$ cat config.mk
export PLATFORM = sky130hd
export DESIGN_NAME = alarm_latch_ctrl
export DESIGN_NICKNAME = d
export VERILOG_FILES = /design/src/rtl/alarm_pkg.sv /design/src/rtl/alarm_toggle_det.sv /design/src/rtl/alarm_por_flag.sv /design/src/rtl/alarm_status_bank.sv /design/src/rtl/alarm_latch_ctrl.sv
export SDC_FILE = /design/constraint.sdc
export NUM_CORES = 1
export LEC_CHECK = 0
export ABC_AREA = 1
export ABC_CLOCK_PERIOD_IN_PS = 1700
export BUFFER_PORTS_ARGS = -buffer_cell sky130_fd_sc_hd__buf_2
export CAP_MARGIN = 20
export CORE_ASPECT_RATIO = 0.7
export CORE_UTILIZATION = 50
export DETAILED_ROUTE_END_ITERATION = 16
export PLACE_DENSITY = 0.88
export SYNTH_ARGS = -nofsm -noshare
export SYNTH_HDL_FRONTEND = slang
export SYNTH_HIERARCHICAL = 1
export SYNTH_SLANG_ARGS = --single-unit
export TNS_END_PERCENT = 1
$ cat constraint.sdc
create_clock -name clk -period 1.7 [get_ports clk]
set_input_delay 0.34 -clock clk [delete_from_list [all_inputs] [get_ports clk]]
set_output_delay 0.34 -clock clk [all_outputs]
set_load 0.005 [all_outputs]
$ cat src/rtl/alarm_pkg.sv
`timescale 1ns/1ps
package alarm_pkg;
    localparam int NUM_BITS  = 16;
    localparam int NUM_PLAIN = 14;
    localparam int IDX_CHG   = 14;
    localparam int IDX_POR   = 15;

    typedef enum logic [1:0] {
        REG_RAW   = 2'd0,
        REG_LATCH = 2'd1,
        REG_MASK  = 2'd2,
        REG_NONE  = 2'd3
    } reg_sel_t;

    typedef enum logic {
        REF_LOW  = 1'b0,
        REF_HIGH = 1'b1
    } ref_state_t;

    typedef enum logic {
        POR_PENDING = 1'b0,
        POR_CLEARED = 1'b1
    } por_state_t;
endpackage

$ cat src/rtl/alarm_toggle_det.sv
`timescale 1ns/1ps
module alarm_toggle_det
    import alarm_pkg::*;
(
    input  logic clk,
    input  logic rst_n,
    input  logic lvl_i,
    output logic toggle_o
);
    ref_state_t state_q, state_d;

    // State register: reference level, seeded from the level during reset
    always_ff @(posedge clk) begin
        if (!rst_n) state_q <= lvl_i ? REF_HIGH : REF_LOW;
        else        state_q <= state_d;
    end

    // Outputs and next state
    always_comb begin
        state_d  = state_q;
        toggle_o = 1'b0;
        unique case (state_q)
            REF_LOW: begin
                if (lvl_i) begin          // LOW_TO_HIGH
                    toggle_o = 1'b1;
                    state_d  = REF_HIGH;
                end
            end
            REF_HIGH: begin
                if (!lvl_i) begin         // HIGH_TO_LOW
                    toggle_o = 1'b1;
                    state_d  = REF_LOW;
                end
            end
            default: state_d = REF_LOW;
        endcase
    end

    assert_toggle_once_R6: assert property (@(posedge clk) disable iff (!rst_n)
        toggle_o |=> (!toggle_o || (lvl_i != $past(lvl_i))));
endmodule

$ cat src/rtl/alarm_por_flag.sv
`timescale 1ns/1ps
module alarm_por_flag
    import alarm_pkg::*;
(
    input  logic clk,
    input  logic rst_n,
    input  logic cfg_exit_i,
    output logic flag_o
);
    por_state_t state_q, state_d;

    always_ff @(posedge clk) begin
        if (!rst_n) state_q <= POR_PENDING;
        else        state_q <= state_d;
    end

    always_comb begin
        state_d = state_q;
        flag_o  = 1'b0;
        unique case (state_q)
            POR_PENDING: begin
                flag_o = 1'b1;
                if (cfg_exit_i) state_d = POR_CLEARED;   // EXIT_SEEN
            end
            POR_CLEARED: flag_o = 1'b0;
            default:     state_d = POR_CLEARED;
        endcase
    end

    assert_por_exit_R8: assert property (@(posedge clk) disable iff (!rst_n)
        cfg_exit_i |=> !flag_o);
    assert_por_stays_R8: assert property (@(posedge clk) disable iff (!rst_n)
        !flag_o |=> !flag_o);
endmodule

$ cat src/rtl/alarm_status_bank.sv
`timescale 1ns/1ps
module alarm_status_bank #(
    parameter int WIDTH = 16
) (
    input  logic             clk,
    input  logic             rst_n,
    input  logic [WIDTH-1:0] set_i,
    input  logic [WIDTH-1:0] clr_i,
    output logic [WIDTH-1:0] lat_o
);
    for (genvar b = 0; b < WIDTH; b++) begin : g_bit
        logic lat_q;

        // set has priority over clear so no event is lost
        always_ff @(posedge clk) begin
            if (!rst_n)        lat_q <= 1'b0;
            else if (set_i[b]) lat_q <= 1'b1;
            else if (clr_i[b]) lat_q <= 1'b0;
        end
        assign lat_o[b] = lat_q;

        assert_sticky_R5: assert property (@(posedge clk) disable iff (!rst_n)
            (lat_q && !clr_i[b]) |=> lat_q);
        assert_clear_R4: assert property (@(posedge clk) disable iff (!rst_n)
            (clr_i[b] && !set_i[b]) |=> !lat_q);
        assert_set_wins_R9: assert property (@(posedge clk) disable iff (!rst_n)
            set_i[b] |=> lat_q);
    end
endmodule

$ cat src/rtl/alarm_latch_ctrl.sv
`timescale 1ns/1ps
module alarm_latch_ctrl
    import alarm_pkg::*;
#(
    parameter int ADDR_W = 2
) (
    input  logic                 clk,
    input  logic                 rst_n,
    input  logic [NUM_PLAIN-1:0] src_i,
    input  logic                 chg_det_i,
    input  logic                 cfg_exit_i,
    input  logic [NUM_BITS-1:0]  dflt_mask_i,
    input  logic [ADDR_W-1:0]    bus_addr_i,
    input  logic                 bus_wr_i,
    input  logic [NUM_BITS-1:0]  bus_wdata_i,
    output logic [NUM_BITS-1:0]  bus_rdata_o,
    output logic                 alert_oe_o
);
    localparam logic [ADDR_W-1:0] A_RAW   = ADDR_W'(REG_RAW);
    localparam logic [ADDR_W-1:0] A_LATCH = ADDR_W'(REG_LATCH);
    localparam logic [ADDR_W-1:0] A_MASK  = ADDR_W'(REG_MASK);

    logic                toggle_evt;
    logic                por_flag;
    logic [NUM_BITS-1:0] raw_word;
    logic [NUM_BITS-1:0] set_vec;
    logic [NUM_BITS-1:0] clr_vec;
    logic [NUM_BITS-1:0] lat_vec;
    logic [NUM_BITS-1:0] mask_q;
    logic                wr_mask;
    logic                wr_latch;

    alarm_toggle_det u_toggle (
        .clk      (clk),
        .rst_n    (rst_n),
        .lvl_i    (chg_det_i),
        .toggle_o (toggle_evt)
    );

    alarm_por_flag u_por (
        .clk        (clk),
        .rst_n      (rst_n),
        .cfg_exit_i (cfg_exit_i),
        .flag_o     (por_flag)
    );

    assign raw_word = {por_flag, chg_det_i, src_i};

    // The latch-side source differs from the raw view only for the detector bit
    always_comb begin
        set_vec          = {por_flag, toggle_evt, src_i};
        set_vec          = set_vec & mask_q;
    end

    assign wr_mask  = bus_wr_i && (bus_addr_i == A_MASK);
    assign wr_latch = bus_wr_i && (bus_addr_i == A_LATCH);
    assign clr_vec  = wr_latch ? bus_wdata_i : '0;

    always_ff @(posedge clk) begin
        if (!rst_n)       mask_q <= dflt_mask_i;
        else if (wr_mask) mask_q <= bus_wdata_i;
    end

    alarm_status_bank #(.WIDTH(NUM_BITS)) u_bank (
        .clk   (clk),
        .rst_n (rst_n),
        .set_i (set_vec),
        .clr_i (clr_vec),
        .lat_o (lat_vec)
    );

    always_comb begin
        bus_rdata_o = '0;
        case (bus_addr_i)
            A_RAW:   bus_rdata_o = raw_word;
            A_LATCH: bus_rdata_o = lat_vec;
            A_MASK:  bus_rdata_o = mask_q;
            default: bus_rdata_o = '0;
        endcase
    end

    assign alert_oe_o = |lat_vec;

    assert_mask_gate_R2: assert property (@(posedge clk) disable iff (!rst_n)
        ((lat_vec & ~$past(lat_vec) & ~$past(mask_q)) == '0));
    assert_alert_rise_R1: assert property (@(posedge clk) disable iff (!rst_n)
        $rose(alert_oe_o) |-> ($past(set_vec) != '0));
    assert_alert_hold_R1: assert property (@(posedge clk) disable iff (!rst_n)
        (alert_oe_o && !wr_latch) |=> alert_oe_o);
    assert_mask_write_R7: assert property (@(posedge clk) disable iff (!rst_n)
        wr_mask |=> (mask_q == $past(bus_wdata_i)));
endmodule

==> results of run 1 <==
==> flip-flops by register name, summed over array words and instances (netlist names) <==
name                count
mask_q                 16
u_bank/g_bit.lat_q     16
u_por/state_q           1
u_toggle/state_q        1
==> metrics by stage <==
| step | worst slack, ns | cells |
|---|---|---|
| after floorplan | 0.167 | 316 |
| after global placement | 0.237 | 420 |
| after detailed placement | 0.229 | 420 |
| after CTS | 0.257 | 428 |
| after global routing | 0.207 | 428 |
| final | 0.256 | 428 |
==> logic make-up after synthesis <==
family | after synthesis
buffers and inverters | 96
AOI/OAI and AO/OA | 32
DFF | 34
and+or+nand+nor | 154
==> cells in the final DEF (no fill, tap or decap) <==
master    netlist  layout
buf_12          0       2
nand2_2         1       1
inv_2           1       1
nand2_1        90      90
dfxtp_1        18      18
nor2_1         45      45
nand3_1        16      16
clkinv_2        0       2
inv_1          70      70
buf_4          18       6
clkbuf_1        2       1
nor2_4          1       1
clkbuf_8        0       5
edfxtp_1       16      16
nor2_2          1       1
a21oi_1        22      22
buf_2           4      69
a21oi_2        10      10
==> worst max-delay path, stage by stage <==
cell and delay [ns]:
buf_2 0.13, nor2_1 0.10, buf_4 0.24, nand2_1 0.08, nand3_1 0.10, buf_2 0.11
==> final timing paths <==
| kind | to | start | cells past startpoint | slack, ns |
|---|---|---|---|---|
| hold / removal | u_toggle/state_q$_DFF_P_ | chg_det_i | 1 | 0.20 |
| setup reg to reg | u_bank/g_bit[14].lat_q$_SDFFE_PN0P_ | u_toggle/state_q$_DFF_P_ | 7 | 0.93 |
| hold reg to reg | u_por/state_q$_SDFF_PN0_ | u_por/state_q$_SDFF_PN0_ | 2 | 0.47 |
| setup / recovery | bus_rdata_o[3] | bus_addr_i[1] | 6 | 0.26 |
==> layout make-up <==
cell class,count,area [µm²]
flip-flops and latches,34,841
clock inverters,2,10.0
multi-input cells,186,808
repair buffers,77,430
inverters,71,267
well taps,52,65.1
clock buffers,6,72.6
fillers,342,1480
==> layer usage <==
layer	vias up	routed length, µm	global-route usage [%]	share of wire (%)
li1	1042	-	-	-
met1	860	2050	28.6	44
met2	75	2290	40.9	49
met3	8	293	5.57	6.3
met4	0	53	8.05	1.1
met5	-	0	0	0
==> power groups by stage <==
stage / clock, mW / combinational, mW / sequential, mW
floorplan: 0 / 0.281 / 0.991
global placement: 0 / 0.381 / 1.01
detailed placement: 0 / 0.394 / 1.01
CTS: 0.580 / 0.397 / 0.994
global route: 0.617 / 0.449 / 1.00
finish: 0.574 / 0.397 / 0.995
==> results.yml, run 1 <==
global_route:
  grt_pass1_vias: 1901
  grt_util_all_layers_pct: 23.6
  grt_pass1_wl_um: 7980
  antenna_found_initial: 0
  grt-ovfl-total: 0
  grt_max_degree: 18
cells_and_area:
  area_growth_pct: 19.3
  nets: 428
  final_area_mm2: 0.00249
  antenna-diode-count: 0
  drive_gt1_share_pct: 26.1
  fin_util_pct: 62.8
synthesis:
  synthDistinctLibCells: 16
  yosysMostFrequentCell: "nand2_1"
  synthArstFlopShare_pct: 0
  synth_mux_area_share_pct: 0
  synth_flop_cell: "dfxtp_1"
  synth_area_mm2: 0.00209
  netlist_instances: 316
  netlist_top_cells_count: "nand2_1, inv_1, nor2_1, a21oi_1"
  synth_xor_area_share_pct: 0
  postSynthAreaPerCell_um2: 6.61
  synth_adder_area_share_pct: 0
  synth-seq-cells: 34
  yosys.area_share.simple_pct: 29.2
  ys_seq_area_share_pct: 40.2
  yosys.area.top_type: "edfxtp_1"
  synth_top_family_by_area: "simple AND/OR/NAND/NOR gates"
  synth_compound_area_share_pct: 9.46
  synth_area_leaders: "edfxtp_1, dfxtp_1, nand2_1"
  synth_edf_count: 16
  syn_nets: 369
  netlist.area_leader.share_pct: 23.0
  yosysWarningCount: 6
timing:
  max-slew-margin-rel_pct: 72.0
  max_freq_mhz: 692
  timing.final.crit_share_pct: 85.0
  worst_pin_slew_ns: 0.419
  skew_ns: 0.00800
  finalSetupTns_ns: 0
  rsz0062_at_grt: "no"
  timing.hold.ws_ns: 0.204
  layout_min_cycle_time_ns: 1.44
  maxSlewViolCount: 0
  hold_viol_final: 0
  finalSetupViolations: 0
drt:
  vias_per_cell: 4.64
  dr_total_vias: 1985
  route.detailed.drc: 0
  routed_wirelength_um: 4690
  drt-initial-drc-count: 87
  antenna_left: 0
  wire_per_inst_um: 10.9
  dr.pass1.iters: 4
power_and_ir_drop:
  power.density_mw_per_mm2: 788
  p_leak_nw: 1.35
  total_power_mw: 1.97
  power_frac_clock_pct: 29.2
  p_int_mw: 1.41
  p_sw_share_pct: 28.4
  sequentialPowerShare_pct: 50.6
  vdd_ir_drop_max_v: 0.000436
  p_switching_mw: 0.559
  combPwrFrac_pct: 20.2
cts:
  cts_tree: "yes"
  cts_sinks: 34
  clock_latency_ns: 0.28
  root_buffer: "clkbuf_8"
  cts_buffers: 5
  clockBufferDepth: 2
  cts_setup_buffers: 0
  h-tree-depth: 2
  path_clk_slew_ns: 0.07
  ctsHoldBuffers: 0
  cts_resized: 0
place:
  dp_hpwl_um: 3490
  port_buffers: 69
  placed_area_mm2: 0.00241
  place_congestion: 0.781
floorplanning:
  die_height_um: 56.1
  die_w_um: 79.3
  coreArea_mm2: 0.00397
  row_count: 19
  boundaryPins: 70
  die-area_mm2: 0.00445
  initial_utilization_pct: 52.6
setup_path:
  required_ns: 1.36
  startpoint_type: "input port"
  cp.arrival_ns: 1.10
  critical_path.endpoint_type: "output pin"
  timing_worst_setup_path_type: "input port to output pin"
  worstPathMaxFanout: 16
worst_hold_path:
  worstHoldPathType: "input port to flop"
flow_run:
  cap_viol_max_count: 0
status:
  status: "complete, no violations"
(Power assumes the default switching activity.)
==> run 2, diff against run 1 <==
ABC_CLOCK_PERIOD_IN_PS = 1300   (was 1700)
CORE_UTILIZATION = 46   (was 50)
PLACE_DENSITY = 0.86   (was 0.88)
clock period = 1.3 ns   (was 1.7 ns; I/O delays follow)
==> run 2 against run 1 <==
The flow now finishes with violations (setup timing). Clock-buffer cell count rose by 1. Setup slack got worse by 0.28 ns. Flip-flop and latch count did not move. Cell count rose by 2.1%. Via count rose by 1.2%. Utilization fell by 3.1 points. Non-clock buffer count rose by 7.
==> results.yml, run 2 (same netlist as run 1, synthesis figures left out) <==
status:
  status: "finished, violations left"
  violations: "setup timing"
cells_and_area:
  fin_util_pct: 59.7
  final_cell_mix: "nand2_1, inv_1, buf_2"
  area_growth_pct: 24.5
  antenna-diode-count: 0
  reg.largest.list: "mask_q x16, u_bank/g_bit.lat_q x16"
  final_common_cell: "nand2_1"
  fill_cells: 441
  drive_gt1_share_pct: 31.9
  nets: 435
setup_path:
  worstPathMaxFanout: 3
  timing_worst_setup_path_type: "flop to output pin"
  required_ns: 1.04
  startpoint_type: "flop"
  cp.arrival_ns: 1.07
  critical_path.endpoint_type: "output pin"
floorplanning:
  die-area_mm2: 0.00482
  die_w_um: 82.6
  die_height_um: 58.4
  row_count: 20
  initial_utilization_pct: 48.0
  coreArea_mm2: 0.00435
  boundaryPins: 70
timing:
  timing.final.crit_share_pct: 102
  finalSetupViolations: 1
  layout_min_cycle_time_ns: 1.33
  skew_ns: 0.00145
  worst_pin_slew_ns: 0.386
  setup_ws_ns: -0.0291
  max-slew-margin-rel_pct: 74.2
  rsz0062_at_grt: "yes"
  max_freq_mhz: 752
  hold_viol_final: 0
  timing.hold.ws_ns: 0.121
  maxSlewViolCount: 0
power_and_ir_drop:
  total_power_mw: 2.59
  power.density_mw_per_mm2: 996
  p_leak_nw: 1.39
  vdd_ir_drop_max_v: 0.000559
global_route:
  grt_util_all_layers_pct: 21.5
  grt_max_degree: 17
  top_usage_layer: "met2"
  met1_usage_pct: 25.5
  use_met3_pct: 4.81
  grt_util_met2_pct: 37.8
  antenna_found_initial: 0
  grt-ovfl-total: 0
  grt_pass1_vias: 1832
  grt_pass1_wl_um: 7550
cts:
  cts_tree: "yes"
  ctsHoldBuffers: 0
  cts_sinks: 34
  clockBufferDepth: 2
  cts_buffers: 5
  clock_latency_ns: 0.28
  root_buffer: "clkbuf_8"
  path_clk_slew_ns: 0.06
  h-tree-depth: 2
drt:
  routed_wirelength_um: 4950
  dr_total_vias: 2009
  wire_per_inst_um: 11.3
  antenna_left: 0
  dr.pass1.iters: 4
  route.detailed.drc: 0
  drt-initial-drc-count: 100
  vias_per_cell: 4.60
place:
  port_buffers: 69
  dp_hpwl_um: 3690
  place_congestion: 0.803
worst_hold_path:
  worstHoldPathType: "input port to flop"
flow_run:
  cap_viol_max_count: 0
-- run 2: worst paths after layout --
check,slack (ns),startpoint,endpoint,cells after the start
max,-0.03,u_bank/g_bit[15].lat_q$_SDFFE_PN0P_,alert_oe_o,5
min,0.12,chg_det_i,u_toggle/state_q$_DFF_P_,1
max reg2reg,0.52,u_toggle/state_q$_DFF_P_,u_bank/g_bit[14].lat_q$_SDFFE_PN0P_,7
min reg2reg,0.48,u_bank/g_bit[11].lat_q$_SDFFE_PN0P_,u_bank/g_bit[11].lat_q$_SDFFE_PN0P_,2
-- run 2: layout make-up --
| cell class | instances | area (µm²) | share of cell area, % |
|---|---|---|---|
| Clock buffer | 7 | 76.3 | 2.93 |
| Inverter | 71 | 267 | 10.2 |
| Multi-Input combinational cell | 186 | 831 | 31.9 |
| Sequential cell | 34 | 856 | 32.9 |
| Tap cell | 55 | 68.8 | 2.65 |
| Timing Repair Buffer | 84 | 503 | 19.3 |
-- run 2: through the flow --
stage / std cells / setup TNS [ns] / area [µm²] / worst slack [ns]
6_report: 437 / -0.0291 / 2600 / -0.0291
5_1_grt: 437 / -0.132 / 2600 / -0.0950
4_1_cts: 437 / -0.0403 / 2560 / -0.0403
3_5_place_dp: 426 / -0.0129 / 2440 / -0.0129
3_3_place_gp: 426 / 0 / 2440 / 0.00567
2_1_floorplan: 316 / 0 / 2090 / 0.0115
-- run 2: power breakdown --
group / internal, mW / switching (mW) / total (mW)
sequential: 1.24 / 0.0637 / 1.31
clock: 0.368 / 0.355 / 0.723
combinational: 0.262 / 0.298 / 0.560
-- run 2: critical path, cell delays in order, from the launching register on --
cell     delay (ns)
dfxtp_2        0.33
nor2_2         0.10
nand2_1        0.06
nor2_1         0.11
nand2_1        0.07
buf_2          0.12
-- run 2: timing repair --
item                       4_1_cts  5_1_grt
buffers inserted                 4        0
pin swaps                        7        5
gates cloned                     0        0
setup endpoints to repair        2       17
gates resized for setup         10       15
-- run 2: per-layer routing --
metal	wire length, µm	vias to the layer above
met5	0	-
met4	53	0
met3	330	7
met2	2330	67
met1	2230	884
li1	-	1051
